===== src/rtl/rsel_pkg.sv =====
package rsel_pkg;
  typedef enum logic [2:0] {
    ST_IDLE,
    ST_PTR,
    ST_CHECK,
    ST_SCAN,
    ST_PICK,
    ST_STREAM,
    ST_FIN
  } rsel_state_t;
endpackage


===== src/rtl/rsel_crc_step.sv =====
module rsel_crc_step #(
  parameter int          CRC_W = 16,
  parameter logic [15:0] POLY  = 16'hA001
) (
  input  logic [CRC_W-1:0] crc_in,
  input  logic [7:0]       din,
  output logic [CRC_W-1:0] crc_out
);
  logic [CRC_W-1:0] chain [0:8];

  assign chain[0] = crc_in ^ CRC_W'(din);

  // one reflected shift per data bit, LSB first
  for (genvar g = 0; g < 8; g++) begin : g_bit
    assign chain[g+1] = chain[g][0] ? ((chain[g] >> 1) ^ POLY[CRC_W-1:0])
                                    : (chain[g] >> 1);
  end

  assign crc_out = chain[8];
endmodule


===== src/rtl/rsel_pick.sv =====
module rsel_pick #(
  parameter int CNT_W = 16
) (
  input  logic             ok_a,
  input  logic             ok_b,
  input  logic [CNT_W-1:0] cnt_a,
  input  logic [CNT_W-1:0] cnt_b,
  output logic             take_b,
  output logic             any_ok
);
  always_comb begin
    any_ok = ok_a | ok_b;
    if (ok_a && ok_b) take_b = (cnt_b > cnt_a);
    else              take_b = ok_b;
  end
endmodule


===== src/rtl/rsel_outbuf.sv =====
module rsel_outbuf (
  input  logic       clk,
  input  logic       rst_n,
  input  logic       load,
  input  logic [7:0] din,
  input  logic       ready,
  output logic       valid,
  output logic [7:0] data
);
  always_ff @(posedge clk or negedge rst_n) begin
    if (!rst_n) begin
      valid <= 1'b0;
      data  <= '0;
    end else if (load) begin
      valid <= 1'b1;
      data  <= din;
    end else if (ready) begin
      valid <= 1'b0;
    end
  end


  hold_under_stall_chk: assert property (@(posedge clk) disable iff (!rst_n)
    valid && !ready |=> valid && $stable(data));


  no_overwrite_chk: assert property (@(posedge clk) disable iff (!rst_n)
    load |-> (!valid || ready));
endmodule


===== src/rtl/cfg_record_select.sv =====
module cfg_record_select
  import rsel_pkg::*;
#(
  parameter int ADDR_W      = 18,
  parameter int PTR_ADDR    = 'h20,
  parameter int BASE_SHIFT  = 3,
  parameter int BASE_LIMIT  = 'h3FE00,
  parameter int COPY_STRIDE = 'h100,
  parameter int PAYLOAD_LEN = 'h70,
  parameter logic [15:0] CRC_POLY = 16'hA001,
  parameter logic [15:0] CRC_INIT = 16'hFFFF
) (
  input  logic              clk,
  input  logic              rst_n,
  input  logic              start_i,
  output logic [ADDR_W-1:0] mem_addr_o,
  input  logic [7:0]        mem_rdata_i,
  output logic              out_valid_o,
  input  logic              out_ready_i,
  output logic [7:0]        out_data_o,
  output logic              done_o,
  output logic              good_o
);
  localparam int REC_LEN = PAYLOAD_LEN + 4;
  localparam int IDX_W   = $clog2(REC_LEN + 1);
  localparam int BASE_W  = 16 + BASE_SHIFT;
  localparam logic [BASE_W-1:0] LIMIT_W = BASE_W'(BASE_LIMIT);
  localparam logic [IDX_W-1:0]  IDX_PL  = IDX_W'(PAYLOAD_LEN);
  localparam logic [IDX_W-1:0]  IDX_LST = IDX_W'(REC_LEN - 1);

  rsel_state_t       state;
  logic [IDX_W-1:0]  iss_cnt, rd_idx;
  logic              iss_cp, iss_stop, iss_on;
  logic              rd_vld, rd_cp;
  logic [15:0]       ptr_q;
  logic [15:0]       crc_q, crc_in, crc_nx;
  logic [7:0]        cnt_lo, sum_lo;
  logic [15:0]       cnt_a, cnt_b;
  logic              ok_a, ok_b, take_b, any_ok;
  logic [ADDR_W-1:0] sel_base;
  logic [IDX_W-1:0]  acc_cnt;
  logic              good_q;
  logic [BASE_W-1:0] base_w;
  logic [ADDR_W-1:0] scan_base;
  logic              stream_load;

  assign base_w    = {ptr_q, {BASE_SHIFT{1'b0}}};
  assign scan_base = base_w[ADDR_W-1:0];
  assign crc_in    = (rd_idx == '0) ? CRC_INIT : crc_q;

  rsel_crc_step #(.CRC_W(16), .POLY(CRC_POLY)) i_crc (
    .crc_in (crc_in),
    .din    (mem_rdata_i),
    .crc_out(crc_nx)
  );

  rsel_pick #(.CNT_W(16)) i_pick (
    .ok_a  (ok_a),
    .ok_b  (ok_b),
    .cnt_a (cnt_a),
    .cnt_b (cnt_b),
    .take_b(take_b),
    .any_ok(any_ok)
  );

  assign stream_load = rd_vld && (state == ST_STREAM);

  rsel_outbuf i_obuf (
    .clk  (clk),
    .rst_n(rst_n),
    .load (stream_load),
    .din  (mem_rdata_i),
    .ready(out_ready_i),
    .valid(out_valid_o),
    .data (out_data_o)
  );

  // read issue: one address per cycle, answered one cycle later
  always_comb begin
    iss_on     = 1'b0;
    mem_addr_o = '0;
    unique case (state)
      ST_PTR: begin
        iss_on     = (iss_cnt < IDX_W'(2));
        mem_addr_o = ADDR_W'(PTR_ADDR) + ADDR_W'(iss_cnt);
      end
      ST_SCAN: begin
        iss_on     = !iss_stop;
        mem_addr_o = scan_base + (iss_cp ? ADDR_W'(COPY_STRIDE) : '0)
                   + ADDR_W'(iss_cnt);
      end
      ST_STREAM: begin
        iss_on     = (iss_cnt < IDX_PL) && !rd_vld
                   && (!out_valid_o || out_ready_i);
        mem_addr_o = sel_base + ADDR_W'(iss_cnt);
      end
      default: ;
    endcase
  end

  always_ff @(posedge clk or negedge rst_n) begin
    if (!rst_n) begin
      state    <= ST_IDLE;
      iss_cnt  <= '0;
      iss_cp   <= 1'b0;
      iss_stop <= 1'b0;
      rd_vld   <= 1'b0;
      rd_idx   <= '0;
      rd_cp    <= 1'b0;
      ptr_q    <= '0;
      crc_q    <= '0;
      cnt_lo   <= '0;
      sum_lo   <= '0;
      cnt_a    <= '0;
      cnt_b    <= '0;
      ok_a     <= 1'b0;
      ok_b     <= 1'b0;
      sel_base <= '0;
      acc_cnt  <= '0;
      good_q   <= 1'b0;
    end else begin
      rd_vld <= iss_on;
      rd_idx <= iss_cnt;
      rd_cp  <= iss_cp;
      if (iss_on) begin
        if (state == ST_SCAN && iss_cnt == IDX_LST) begin
          iss_cnt <= '0;
          if (iss_cp) iss_stop <= 1'b1;
          else        iss_cp   <= 1'b1;
        end else begin
          iss_cnt <= iss_cnt + 1'b1;
        end
      end

      unique case (state)
        ST_IDLE: begin
          if (start_i) begin
            state    <= ST_PTR;
            good_q   <= 1'b0;
            iss_cnt  <= '0;
            iss_cp   <= 1'b0;
            iss_stop <= 1'b0;
            acc_cnt  <= '0;
          end
        end
        ST_PTR: begin
          if (rd_vld) begin
            if (rd_idx == '0) begin
              ptr_q[7:0] <= mem_rdata_i;
            end else begin
              ptr_q[15:8] <= mem_rdata_i;
              state       <= ST_CHECK;
              iss_cnt     <= '0;
            end
          end
        end
        ST_CHECK: begin
          if (base_w > LIMIT_W) state <= ST_FIN;
          else                  state <= ST_SCAN;
        end
        ST_SCAN: begin
          if (rd_vld) begin
            if (rd_idx < IDX_PL) begin
              crc_q <= crc_nx;
            end else if (rd_idx == IDX_PL) begin
              cnt_lo <= mem_rdata_i;
            end else if (rd_idx == IDX_PL + 1'b1) begin
              if (rd_cp) cnt_b <= {mem_rdata_i, cnt_lo};
              else       cnt_a <= {mem_rdata_i, cnt_lo};
            end else if (rd_idx == IDX_PL + 2'd2) begin
              sum_lo <= mem_rdata_i;
            end else begin
              if (rd_cp) begin
                ok_b  <= (crc_q == {mem_rdata_i, sum_lo});
                state <= ST_PICK;
              end else begin
                ok_a  <= (crc_q == {mem_rdata_i, sum_lo});
              end
            end
          end
        end
        ST_PICK: begin
          if (any_ok) begin
            sel_base <= scan_base + (take_b ? ADDR_W'(COPY_STRIDE) : '0);
            iss_cnt  <= '0;
            state    <= ST_STREAM;
          end else begin
            state <= ST_FIN;
          end
        end
        ST_STREAM: begin
          if (out_valid_o && out_ready_i) begin
            acc_cnt <= acc_cnt + 1'b1;
            if (acc_cnt == IDX_PL - 1'b1) begin
              state  <= ST_FIN;
              good_q <= 1'b1;
            end
          end
        end
        ST_FIN:  state <= ST_IDLE;
        default: state <= ST_IDLE;
      endcase
    end
  end

  assign done_o = (state == ST_FIN);
  assign good_o = good_q;


  done_pulse_chk: assert property (@(posedge clk) disable iff (!rst_n)
    done_o |=> !done_o);


  good_with_done_chk: assert property (@(posedge clk) disable iff (!rst_n)
    $rose(good_o) |-> done_o);


  busy_start_chk: assert property (@(posedge clk) disable iff (!rst_n)
    (state != ST_IDLE) && start_i |=> (state != ST_PTR) || ($past(state) == ST_PTR));


  stream_only_chk: assert property (@(posedge clk) disable iff (!rst_n)
    out_valid_o |-> (state == ST_STREAM));
endmodule


===== config.mk =====
export PLATFORM = sky130hd
export DESIGN_NAME = cfg_record_select
export DESIGN_NICKNAME = d
export VERILOG_FILES = /design/src/rtl/rsel_pkg.sv /design/src/rtl/rsel_crc_step.sv /design/src/rtl/rsel_pick.sv /design/src/rtl/rsel_outbuf.sv /design/src/rtl/cfg_record_select.sv
export SDC_FILE = /design/constraint.sdc
export NUM_CORES = 1
export LEC_CHECK = 0
export ABC_AREA = 1
export BUFFER_PORTS_ARGS = -buffer_cell sky130_fd_sc_hd__buf_2
export CAP_MARGIN = 0
export CORE_ASPECT_RATIO = 1.4
export CORE_MARGIN = 1
export CORE_UTILIZATION = 55
export CTS_BUF_LIST = sky130_fd_sc_hd__clkbuf_4
export DETAILED_ROUTE_END_ITERATION = 8
export PLACE_DENSITY = 0.69
export SLEW_MARGIN = 20
export SYNTH_ARGS = -nofsm -noshare
export SYNTH_HDL_FRONTEND = slang
export SYNTH_HIERARCHICAL = 1
export SYNTH_SLANG_ARGS = --single-unit

===== constraint.sdc =====
create_clock -name clk -period 5.2 [get_ports clk]
set_input_delay 0.52 -clock clk [delete_from_list [all_inputs] [get_ports clk]]
set_output_delay 0.52 -clock clk [all_outputs]
set_load 0.02 [all_outputs]

==> results of run 1 <==
## per-stage QoR
stage | area [um^2] | worst slack (ns) | utilization | hold WS, ns | power [mW]
floorplan | 8381 | 2.537 | - | 0.2244 | 3.412
global placement | 8652 | 2.332 | 0.5799 | 0.4512 | 3.858
detailed placement | 8652 | 2.217 | 0.5799 | 0.4570 | 3.906
CTS | 8956 | 1.804 | 0.6003 | 0.01875 | 4.660
global route | 8959 | 1.540 | 0.6004 | 0.03390 | 5.015
finish | 8959 | 1.860 | 0.6004 | 0.01502 | 4.637
## final cells by class
| type | instances | area [um^2] |
|---|---|---|
| inverters | 141 | 529.3 |
| well taps | 192 | 240.2 |
| diodes | 1 | 2.502 |
| flip-flops and latches | 135 | 3378 |
| multi-input cells | 796 | 4283 |
| repair buffers | 42 | 221.5 |
| clock inverters | 15 | 176.4 |
| fillers | 1417 | 5962 |
| clock buffers | 17 | 127.6 |
## cells by family after synthesis
kind of cell	Yosys count	share of synthesized area
buffers and inverters	168	0.08585
multiplexers	12	0.02150
flip-flops	135	0.4031
AND/OR/NAND/NOR	583	0.3177
AO/OA/AOI/OAI	134	0.08480
XOR/XNOR	33	0.03449
adder cells (fa/ha/maj)	34	0.05255
## sequential cells by signal, indices dropped and copies added, names as in the netlist
register,count
state,3
i_obuf/data,8
cnt_lo,8
iss_stop,1
rd_vld,1
ok_a,1
rd_cp,1
iss_cnt,7
crc_q,16
cnt_b,16
ptr_q,16
rd_idx,7
i_obuf/valid,1
iss_cp,1
cnt_a,16
acc_cnt,7
good_o,1
sel_base,15
sum_lo,8
ok_b,1
## worst max-delay path: stages (launching register included)
cell	delay, ns
dfrtp_1	0.63
inv_1	0.17
fa_1	0.51
inv_1	0.08
nand4_1	0.10
nand2_1	0.27
nand2_1	0.09
nand2_1	0.07
nand3_1	0.08
o21ai_0	0.10
buf_2	0.19
## Yosys cell counts (6+ instances only)
master / instances
nor2_1: 84
dfrtp_1: 135
nand3_2: 7
buf_2: 10
buf_6: 6
mux2_4: 12
nand2_4: 10
inv_2: 9
xor2_1: 16
inv_1: 132
nand2_1: 327
or2_2: 13
o21ai_0: 54
xnor2_1: 17
o21ai_1: 39
ha_1: 32
nand4_1: 15
a21oi_1: 26
nand3_1: 81
nor3_1: 8
nand2_2: 19
## routing by layer
| layer | vias to the layer above | routed length (um) |
|---|---|---|
| met5 | - | 0 |
| met4 | 0 | 472 |
| met3 | 35 | 516 |
| met2 | 124 | 10380 |
| met1 | 3266 | 8350 |
| li1 | 3583 | - |
## path summary, 6_finish.rpt
kind / start / endpoint / cells past startpoint
max in group asynchronous: rst_n / rd_idx[2] / 2
worst min-delay path: rst_n / acc_cnt[1] / 1
worst min register to register: i_obuf/data[1] / i_obuf/data[1] / 2
worst max register to register: rd_idx[1] / crc_q[0] / 22
worst max-delay path: iss_cnt[4] / mem_addr_o[11] / 10
min in group clk: out_ready_i / i_obuf/valid / 4
## layout by cell type (no fill, tap or decap), types with 2 or more instances in the layout
cell type,instances
buf_4,2
inv_6,3
xnor2_1,17
clkinv_2,2
o21ai_0,54
inv_2,9
nand3_2,7
inv_1,132
dfrtp_1,135
a21oi_1,26
nand2_4,10
nand2_1,327
nand4_1,15
nand2_2,19
nor3_2,2
buf_2,39
ha_1,32
fa_1,2
a21oi_2,2
nor3_1,8
nor2_1,84
bufinv_16,3
nor2_2,3
o211ai_1,3
xor2_1,16
o21ai_1,39
nand3b_1,2
mux2_4,12
or2_2,13
nand3_1,81
o22ai_1,3
nand3_4,3
clkbuf_4,17
clkinvlp_4,5
nor2_4,5
## where the power goes
group	leakage [nW]	internal, mW	switching (mW)
Clock	0.148	0.334	0.412
Combinational	3.12	0.825	1.45
Sequential	1.57	1.31	0.309
Total	4.83	2.47	2.17
==> metrics, run 1 <==
critical path launch point type flip-flop; Yosys top cell by area dfrtp_1; Async S/R FF share, synth 1.000; placed wire-length estimate 14610 um; Final Critical Period 3.340 ns; DR vias 7008; Tightest Hold Check Type in -> async; first-pass GRT wire length 32720 um; wire per inst 14.73 um; gpl congestion 0.8736; Critical Path Sink Type output port; Chip Height 148.1 um; die width 106.3 um; TNS Setup 0 ns; outcome finished, final reports clean; H-tree levels 4; core area 14920 um^2; # hold bufs at CTS 0; Syn. warnings 6; Avg Vias per Cell 5.234; Crit path required time 4.68 ns; Placed Cells 1306; GRT met1 Usage 0.3124; worst setup path class reg -> out; Slew Limit Headroom 0.4772; Mapped Area 8381 um^2; Final Cycle Share 0.6423; total track usage 0.2674; final hold violations 0; Skew-Pair Late Insertion Delay 0.54 ns; DRC viols 0; CTS tree done; CP max FO 10; unrepaired setup endpoints after global routing false; Final nets 1179; Rows 53; GR Util met2 0.4919; achievable frequency 299.4 MHz; DR iter-0 viols 416; most used routing layer met2; synth top area cells dfrtp_1 (40%), nand2_1 (15%), inv_1 (5.9%), nand3_1 (4.8%), ha_1 (4.8%); Max-Cap Viols 0; Total Die Area 15740 um^2; Synth Area per Inst 7.626 um^2; Num CTS Buffers 17; Netlist cell types 45; Port Buf Inserts 40; final WL 19720 um; Leak 4.831 nW; max-slew violation count 0; initial core utilization 0.5617; met3 usage 0.04382; DRT antenna net count 0; register bit total from synthesis 135; Cell Pwr Density 517.6 nW/um^2; Worst Max-Slew Pin Slew 0.7824 ns; Post-synth EDFFs 0; initial antenna violation count 1; Synth Instances 1099; top_reg_cell synth dfrtp_1; pin count of the biggest net entering global routing 83; fraction of layout instances using a drive strength above 1 0.1414; register area share after synthesis 0.4031; cts repair resizes 0; Pre-antenna DRT Iters 5; post-CTS setup buffer count 0; Mapped Nets 1145; clk root buf clkbuf_4; area growth from synthesis to layout 6.898%; io pins 41; Synth top area share 0.4031; Setup violations, final 0; Post-Layout Cell Count 1339; critical path data arrival time 2.82 ns; Max VDD drop 539.7 uV; clk slew on worst S/H paths 0.13 ns; vias in the first global route 6761; FF-to-FF setup slack 2.16 ns; clk_skew 0.01824 ns; CTS max path bufs 2; gr ovfl total 0; CTS Sinks 135
Note: power is estimated with default switching activity, not from simulation.
==> run 2: changes to the inputs <==
--- a/config.mk
+++ b/config.mk
@@ -5,7 +5,7 @@
 export SDC_FILE = /design/constraint.sdc
 export NUM_CORES = 1
 export LEC_CHECK = 0
-export ABC_AREA = 1
+export ABC_AREA = 0
 export BUFFER_PORTS_ARGS = -buffer_cell sky130_fd_sc_hd__buf_2
 export CAP_MARGIN = 0
 export CORE_ASPECT_RATIO = 1.4
@@ -13,7 +13,7 @@
 export CORE_UTILIZATION = 55
 export CTS_BUF_LIST = sky130_fd_sc_hd__clkbuf_4
 export DETAILED_ROUTE_END_ITERATION = 8
-export PLACE_DENSITY = 0.69
+export PLACE_DENSITY = 0.72
 export SLEW_MARGIN = 20
 export SYNTH_ARGS = -nofsm -noshare
 export SYNTH_HDL_FRONTEND = slang
==> constraint.sdc (replaced) <==
create_clock -name clk -period 2.8 [get_ports clk]
set_input_delay 0.28 -clock clk [delete_from_list [all_inputs] [get_ports clk]]
set_output_delay 0.28 -clock clk [all_outputs]
set_load 0.02 [all_outputs]
==> metrics, run 2 <==
outcome complete, but fails checks; failing checks negative setup slack; Critical Path Sink Type flip-flop; Reg2Reg Depth 8 (-64%); max-slew violation count 0 (unchanged); post-synthesis simple-gate area fraction 0.1295 (-0.1882); Slew Limit Headroom 0.4708 (-0.006344); Leak 4.029 nW (-17%); Yosys top cell by area dfrtp_1; register bit total from synthesis 135 (unchanged); Post-Synth XOR/XNOR Area 0.09083 (+0.05635); Port Buf Inserts 40 (unchanged); Pre-antenna DRT Iters 4 (-1); initial core utilization 0.5673 (+0.005672); Avg Vias per Cell 5.780 (+10%); Cell Pwr Density 844.2 nW/um^2 (+63%); Setup violations, final 11 (+11); Syn. warnings 6 (unchanged); Netlist cell types 71 (+58%); first-pass GRT wire length 28470 um (-13%); Final nets 803 (-32%); Num CTS Buffers 17 (unchanged); compound-gate portion of the synthesized area 0.08510 (+0.0002945); pin count of the biggest net entering global routing 76 (-8.4%); total track usage 0.2619 (-0.005509); Final Power 7.376 mW (+59%); post-synthesis adder-cell area fraction 0.05771 (+0.005161); gr ovfl total 0 (unchanged); Synth top area share 0.4427 (+0.03959); io pins 41 (unchanged); DR iter-0 viols 241 (-42%); final hold violations 0 (unchanged); CTS Sinks 135 (unchanged); CP max FO 6 (-4); wire per inst 18.49 um (+26%); logic gate share of total power 0.476 (-0.015); Worst Max-Slew Pin Slew 0.7938 ns (+0.01138 ns); Mapped Nets 726 (-37%); leading cell type in the layout, fill and taps excluded dfrtp_1; Crit path required time 3.23 ns (-1.45 ns); die width 101.6 um (-4.5%); crit-path max cell delay 0.53 ns (-0.10 ns); Tightest Hold Check Type in -> reg; top post-synthesis cells by count dfrtp_1 (135), mux2_2 (83), xnor2_1 (40); Max VDD drop 477.3 uV (-12%); switching pwr 2.783 mW (+28%); post-synthesis mux area share 0.1592 (+0.1377); clk slew on worst S/H paths 0.10 ns (-0.03 ns); top_reg_cell synth dfrtp_1; achievable frequency 329.1 MHz; worst reg2reg path startpoint rd_idx[0]; Sw Share 0.3773 (-0.09078); DRC viols 0 (unchanged); worst r2r dst crc_q[0]; Synth Instances 680 (-38%); Chip Height 141.4 um (-4.5%); H-tree levels 4 (unchanged); filler cell count 1060 (-25%); hold depth 3; unrepaired setup endpoints after global routing true; vias in the first global route 5693 (-16%); CTS tree done; core area 13450 um^2 (-9.9%); clk root buf clkbuf_4; critical path data arrival time 3.47 ns (+0.65 ns); worst setup path class reg -> reg; Final Critical Period 3.039 ns; Flop pwr share 0.377 (+0.029); internal cell power 4.593 mW (+86%); area growth from synthesis to layout 14.49%; critical path launch point type flip-flop; fraction of layout instances using a drive strength above 1 0.3429 (+0.2015); largest family of logic cells by synthesized area multiplexers; register area share after synthesis 0.4427 (+0.03959); final WL 17570 um (-11%); Worst Hold Launch out_ready_i; Endpoint, Worst Hold i_obuf/valid; Skew-Pair Late Insertion Delay 0.55 ns (about the same); Placed Cells 905 (-31%); Final Cycle Share 1.085; initial antenna violation count 1 (unchanged); Setup WS pre-CTS -0.2871 ns (-2.504 ns); placed wire-length estimate 12350 um (-15%); Post-Layout Cell Count 950 (-29%); FF-to-FF setup slack -0.24 ns (-2.40 ns); crit-path cells or4_4 > or4_4 > or2b_1 > xnor2_2 > xor2_1 > xnor3_2 > xnor3_1 > mux2_4; Slowest-stage cell, CP or4_4; Rows 50 (-5.7%); Total Die Area 14360 um^2 (-8.8%); Final Util 0.6496 (+0.04916); Synth Area per Inst 11.22 um^2 (+47%); CTS max path bufs 2 (unchanged); clock share of power 0.147 (-0.014); final worst slack -0.2388 ns (-2.099 ns); cell repeated most along the worst path or4_4; DRT antenna net count 0 (unchanged); DR vias 5491 (-22%); synth top area cells dfrtp_1 (44%), mux2_2 (12%), ha_1 (5.2%), xnor2_1 (4.6%), xor2_1 (3.7%); gpl congestion 0.8567 (-1.9%); top-count cell post-synth dfrtp_1; most frequent cells in the layout dfrtp_1 (133), mux2_2 (81), buf_4 (58); clk_skew 0.02263 ns (+0.004392 ns); Async S/R FF share, synth 1.000 (unchanged); Max-Cap Viols 0 (unchanged); Post-synth EDFFs 0 (unchanged); Mapped Area 7631 um^2 (-8.9%)
-- run 2: stage by stage --
step / hold slack, ns / TNS, ns / area [um^2]
after floorplan: -0.01559 / -0.6010 / 7665
after detailed placement: 0.3426 / -0.7677 / 8214
after CTS: 0.01183 / -1.162 / 8687
final: 0.05539 / -1.024 / 8737
after global routing: 0.03320 / -2.373 / 8737
after global placement: 0.3335 / -0.4869 / 8214
-- run 2: cell families (layout without fill, tap and decap cells) --
| family | count (synthesis) | after routing |
|---|---|---|
| buffers and inverters | 60 | 147 |
| XOR/XNOR | 75 | 75 |
| AND/OR/NAND/NOR | 175 | 175 |
| multiplexers | 103 | 103 |
| AO/OA/AOI/OAI | 98 | 98 |
| flip-flops | 135 | 135 |
| adder cells (fa/ha/maj) | 34 | 34 |
| other | 0 | 1 |
-- run 2: repair_timing --
item,4_1_cts,5_1_grt
pin swaps,18,15
hold endpoints to repair,72,0
resized for setup,44,13
setup buffers,12,3
endpoints found under the setup margin,15,16
hold buffers,1,0
-- run 2: power groups by stage --
stage / combinational, mW / sequential, mW / clock, mW
after floorplan: 2.53 / 2.69 / 0
after CTS: 3.44 / 2.77 / 1.12
after detailed placement: 3.31 / 2.80 / 0
after global placement: 3.22 / 2.78 / 0
final: 3.51 / 2.78 / 1.09
after global routing: 3.78 / 2.83 / 1.19
-- run 2: per-layer routing --
layer | global-route usage | part of all wire | vias up | routed length, um
li1 | - | - | 2574 | -
met1 | 0.3130 | 0.41 | 2734 | 7254
met2 | 0.4559 | 0.52 | 141 | 9160
met3 | 0.04286 | 0.034 | 42 | 590
met4 | 0.1205 | 0.032 | 0 | 563
met5 | 0 | 0 | - | 0
-- run 2: layout make-up --
type | instances | area, um^2 | share of cell area
repair buffers | 93 | 646.9 | 0.07404
inverters | 25 | 96.34 | 0.01103
well taps | 182 | 227.7 | 0.02606
multi-input cells | 485 | 4170 | 0.4773
diodes | 1 | 2.502 | 0.0002864
clock buffers | 20 | 150.1 | 0.01718
clock inverters | 9 | 62.56 | 0.007160
flip-flops and latches | 135 | 3381 | 0.3869
-- run 2: worst max-delay path by stage --
stage               from  endpoint  slack, ns  cells after the start
3_5_place_dp   rd_idx[2]  crc_q[0]      -0.29                      8
6_report       rd_idx[0]  crc_q[0]      -0.24                      8
3_3_place_gp   rd_idx[2]  crc_q[0]      -0.20                      8
4_1_cts        rd_idx[2]  crc_q[0]      -0.22                      8
2_1_floorplan  rd_idx[0]  crc_q[0]      -0.23                      9
5_1_grt        rd_idx[0]  crc_q[0]      -0.31                      8
-- run 2: worst max-delay path: cells and delay by family, from the launching register on --
family | cells | cell delay (ns)
mux | 1 | 0.27
simple gates | 3 | 1.23
xor+xnor | 4 | 1.04
flops | 1 | 0.42
